### src/rtl/i2c_cond_gen.sv
module i2c_cond_gen #(
  parameter int HW = 8
) (
  input  logic          clk,
  input  logic          rst_n,
  input  logic          ctl_we,
  input  logic [7:0]    ctl_wdata,
  output logic [7:0]    ctl_rdata,
  input  logic          ser_sda,
  input  logic          ser_scl,
  input  logic          sda_in,
  input  logic          scl_in,
  input  logic [HW-1:0] half_cnt,
  output logic          sda_lo,
  output logic          scl_lo
);
  typedef enum logic [2:0] {
    S_IDLE = 3'd0, S_HOLD = 3'd1, S_RSDA = 3'd2, S_RSCL = 3'd3, S_PSCL = 3'd4
  } st_t;

  logic [1:0]    sda_sel_q, scl_sel_q;
  logic [2:0]    req_q;
  logic          done_q;
  st_t           st_q;
  logic [1:0]    kind_q;
  logic [HW-1:0] cnt_q;
  logic          gsda_q, gscl_q;

  logic [2:0] wr_req;
  logic       wr_ok, gen_ok, stretch_ok, last, tick_end, complete;

  assign wr_req     = ctl_wdata[6:4];
  assign wr_ok      = ((wr_req & (wr_req - 3'd1)) == 3'd0) && !ctl_wdata[7];
  assign gen_ok     = (sda_sel_q == 2'b01) && (scl_sel_q == 2'b01);
  assign stretch_ok = (st_q == S_RSDA) ? 1'b1 : scl_in;
  assign last       = ({1'b0, cnt_q} + 1'b1) >= {1'b0, half_cnt};
  assign tick_end   = stretch_ok && last;
  assign complete   = req_q[kind_q] && tick_end &&
                      ((st_q == S_HOLD) || (st_q == S_PSCL));

  always_ff @(posedge clk or negedge rst_n) begin
    if (!rst_n) begin
      sda_sel_q <= 2'b00;
      scl_sel_q <= 2'b00;
      req_q     <= 3'b000;
      done_q    <= 1'b0;
    end else begin
      if (ctl_we) begin
        sda_sel_q <= ctl_wdata[1:0];
        scl_sel_q <= ctl_wdata[3:2];
        req_q     <= wr_ok ? wr_req : 3'b000;
        done_q    <= ctl_wdata[7];
      end
      if (complete) begin
        req_q  <= 3'b000;
        done_q <= 1'b1;
      end
    end
  end

  always_ff @(posedge clk or negedge rst_n) begin
    if (!rst_n) begin
      st_q   <= S_IDLE;
      kind_q <= 2'd0;
      cnt_q  <= '0;
      gsda_q <= 1'b0;
      gscl_q <= 1'b0;
    end else if (st_q == S_IDLE) begin
      cnt_q <= '0;
      if (gen_ok) begin
        if (req_q[0] && sda_in && scl_in) begin
          gsda_q <= 1'b1;
          kind_q <= 2'd0;
          st_q   <= S_HOLD;
        end else if (req_q[1] && !scl_in) begin
          gsda_q <= 1'b0;
          kind_q <= 2'd1;
          st_q   <= S_RSDA;
        end else if (req_q[2] && !scl_in) begin
          gsda_q <= 1'b1;
          gscl_q <= 1'b0;
          kind_q <= 2'd2;
          st_q   <= S_PSCL;
        end
      end
    end else if (!req_q[kind_q]) begin
      st_q <= S_IDLE;
    end else if (tick_end) begin
      cnt_q <= '0;
      unique case (st_q)
        S_HOLD: begin gscl_q <= 1'b1; st_q <= S_IDLE; end
        S_RSDA: begin gscl_q <= 1'b0; st_q <= S_RSCL; end
        S_RSCL: begin gsda_q <= 1'b1; st_q <= S_HOLD; end
        S_PSCL: begin gsda_q <= 1'b0; st_q <= S_IDLE; end
        default: st_q <= S_IDLE;
      endcase
    end else if (stretch_ok) begin
      cnt_q <= cnt_q + 1'b1;
    end
  end

  function automatic logic pick(input logic [1:0] sel, input logic ser, input logic gen);
    unique case (sel)
      2'b00:   pick = !ser;
      2'b01:   pick = gen;
      2'b10:   pick = 1'b1;
      default: pick = 1'b0;
    endcase
  endfunction

  assign sda_lo    = pick(sda_sel_q, ser_sda, gsda_q);
  assign scl_lo    = pick(scl_sel_q, ser_scl, gscl_q);
  assign ctl_rdata = {done_q, req_q, scl_sel_q, sda_sel_q};
endmodule


### config.mk
export PLATFORM = sky130hd
export DESIGN_NAME = i2c_cond_gen
export DESIGN_NICKNAME = d
export VERILOG_FILES = /design/src/rtl/i2c_cond_gen.sv
export SDC_FILE = /design/constraint.sdc
export NUM_CORES = 1
export LEC_CHECK = 0
export BUFFER_PORTS_ARGS = -buffer_cell sky130_fd_sc_hd__buf_2
export CAP_MARGIN = 10
export CORE_UTILIZATION = 49
export CTS_CLUSTER_DIAMETER = 80
export CTS_CLUSTER_SIZE = 25
export DETAILED_ROUTE_END_ITERATION = 8
export PLACE_DENSITY = 0.76
export SKIP_CTS_REPAIR_TIMING = 1
export SLEW_MARGIN = 5
export SYNTH_ARGS = -nofsm -noshare
export SYNTH_HDL_FRONTEND = slang
export SYNTH_SLANG_ARGS = --single-unit
export TNS_END_PERCENT = 10
### constraint.sdc
create_clock -name clk -period 2.6 [get_ports clk]
set_input_delay 0.52 -clock clk [delete_from_list [all_inputs] [get_ports clk]]
set_output_delay 0.52 -clock clk [all_outputs]
set_load 0.01 [all_outputs]
==> results.json <==
{
  "outcome": "finished, violations left",
  "violations": "setup timing",
  "vias": 1384,
  "synth_flop_cell": "dfrtp_1",
  "routedWlPerCell_um": 14.0,
  "syn_area_um2": 1580,
  "reg2reg_setup_slack_ps": -50,
  "dp_slack_ps": -47.6,
  "synth_top_area_cell": "dfrtp_1",
  "maxCapViolCount": 0,
  "hold_violations": 0,
  "numClockSinks": 23,
  "fin_skew_ps": 3.80,
  "synth-edff-count": 0,
  "r2r_start": "cnt_q[1]",
  "post-route-drc-count": 0,
  "dp_hpwl_um": 2470,
  "fin_nets": 230,
  "htreeDepth": 1,
  "yosys_warnings": 0,
  "place_congestion": 0.775,
  "place_area_um2": 1790,
  "grt_pass1_wl_um": 5310,
  "first_pass_iters": 4,
  "clk_path_buf_depth": 2,
  "die-area_um2": 3450,
  "syn_nets": 192,
  "synth_cells": 160,
  "min_path_type": "in -> async",
  "fin_crit_ps": 2650,
  "drt-total-wl_um": 3380,
  "num_rows": 20,
  "critPathRequiredTime_ps": 2820,
  "path_max_fanout": 6,
  "path_buf_inv": 0,
  "clockRootBuffer": "clkbuf_4",
  "worst_r2r_path_depth": 10,
  "crit_type": "reg -> reg",
  "crit_slowest_cell": "dfrtp_1",
  "clk_latency_ps": 310,
  "synth_common_cells": "dfrtp_1, nor2_1",
  "maxSlewHeadroom_pct": 52.4,
  "syn_area_per_cell_um2": 9.85,
  "seq_area_frac_synth_pct": 36.5,
  "hold_slack_ps": 164,
  "drtIter0Drc": 33,
  "ys_ff_latch": 23,
  "drv_slew": 0,
  "ir_drop_mv": 0.228,
  "fill_cells": 265,
  "grt.overflow.total": 0,
  "drive_gt1_share_pct": 33.5,
  "grt_usage_pct": 20.1,
  "worst_slew_pin_slew_ps": 713,
  "async_reset_ff_share_pct": 100,
  "crit_family": "compound AO/OA/AOI/OAI gates",
  "dieHeight_um": 58.7,
  "fmax_ghz": 0.378,
  "p_leak_nw": 0.938,
  "cp-end-kind": "flop",
  "fin_ws_ps": -45.2,
  "critical_path_depth": 10,
  "yosysTopAreaCellShare_pct": 36.5,
  "cp-start-kind": "flop",
  "drtAntennaViolNets": 0,
  "ioPinCount": 33,
  "design_area_um2": 1910,
  "p_per_area_nw_per_um2": 350,
  "first_global_vias": 1279,
  "rr_endpoint": "done_q",
  "yosys.cell_count.top_type": "dfrtp_1",
  "area_growth_pct": 21.3,
  "ys_types": 50,
  "finalCritPeriodShare_pct": 102,
  "die_w_um": 58.7,
  "grt_max_degree": 24,
  "critical_path.cell_chain": "ha_2 > nand2_1 > or2_4 > xnor2_2 > ha_1 > and3_4 > a221oi_4 > o21ai_4 > o2111a_2 > a211o_1",
  "antenna_found_initial": 0,
  "cts_inserted_buffers": 3,
  "portBuffers": 32,
  "num_antenna_cells": 0,
  "clk_pin_slew_worst_paths_ps": 120,
  "synth.area.top_cells": "dfrtp_1, ha_1, a32o_1",
  "arrival_ps": 2860,
  "power_mw": 0.669,
  "rsz0062_at_grt": "yes",
  "core-area_um2": 3050,
  "cts_tree": "yes",
  "setup_viol": 1,
  "initial_core_util_pct": 51.6,
  "max_stage_delay_ps": 410,
  "via_per_inst": 5.74
}
-- worst register-to-register path, delay by kind of cell (launching register included) --
| family | cells | cell delay, ps |
|---|---|---|
| compound gates | 4 | 1000 |
| xor+xnor | 1 | 150 |
| fa+ha+maj | 2 | 510 |
| flops | 1 | 410 |
| simple gates | 3 | 490 |
-- where the power goes --
group | internal, mW | total [mW] | switching (mW)
Sequential | 0.374 | 0.390 | 0.0161
Clock | 0.0600 | 0.167 | 0.107
Combinational | 0.0545 | 0.111 | 0.0566
-- layer usage --
metal  global-route usage [%]  part of all wire [%]  vias to the layer above
met5                        0                     0                        -
met4                     9.86                   1.7                        0
li1                         -                     -                      675
met3                     2.64                   3.9                        7
met2                     32.6                    49                       41
met1                     26.3                    46                      661
-- cell usage in the layout (no fill, tap or decap), types with 5 or more instances in the layout --
| cell | netlist | routed |
|---|---|---|
| a21oi_1 | 6 | 6 |
| ha_1 | 9 | 8 |
| nand2_1 | 9 | 9 |
| nand3_1 | 7 | 7 |
| inv_1 | 9 | 9 |
| buf_4 | 2 | 7 |
| nor2_1 | 11 | 7 |
| nor2b_1 | 7 | 7 |
| a32o_1 | 9 | 9 |
| dfrtp_1 | 23 | 23 |
| o21ai_0 | 6 | 6 |
| mux2i_1 | 5 | 5 |
| buf_2 | 2 | 32 |
-- area by class of cell --
cell class	count	area (um2)	share of cell area, %
Clock buffer	4	26.3	1.37
Inverter	9	33.8	1.77
Multi-Input combinational cell	121	997	52.2
Sequential cell	23	576	30.1
Tap cell	44	55.1	2.88
Timing Repair Buffer	40	224	11.7
-- through the flow --
step	std cells	utilization [%]	setup TNS (ps)
after floorplan	160	-	0
after global placement	235	58.7	0
after detailed placement	235	58.7	-259
after CTS	239	59.6	-481
after global routing	241	62.6	-1080
final	241	62.6	-45.2
-- logic make-up after synthesis --
family | share of synthesized area (%)
compound gates | 23.4
xor+xnor | 3.89
fa+ha+maj | 7.14
buf+inv | 4.92
flops | 36.5
mux | 5.32
simple gates | 18.8
-- registers in the layout, summed over array words and instances (netlist names) --
register   count
st_q           3
gscl_q         1
scl_sel_q      2
gsda_q         1
done_q         1
sda_sel_q      2
kind_q         2
req_q          3
cnt_q          8
-- worst max path at each step --
stage	startpoint	end	slack [ps]
finish	cnt_q[1]	done_q	-50
global route	cnt_q[1]	done_q	-140
CTS	cnt_q[1]	cnt_q[6]	-80
detailed placement	cnt_q[1]	cnt_q[6]	-50
global placement	cnt_q[0]	cnt_q[7]	40
floorplan	cnt_q[0]	done_q	30
Note: power is estimated with default switching activity, not from simulation.
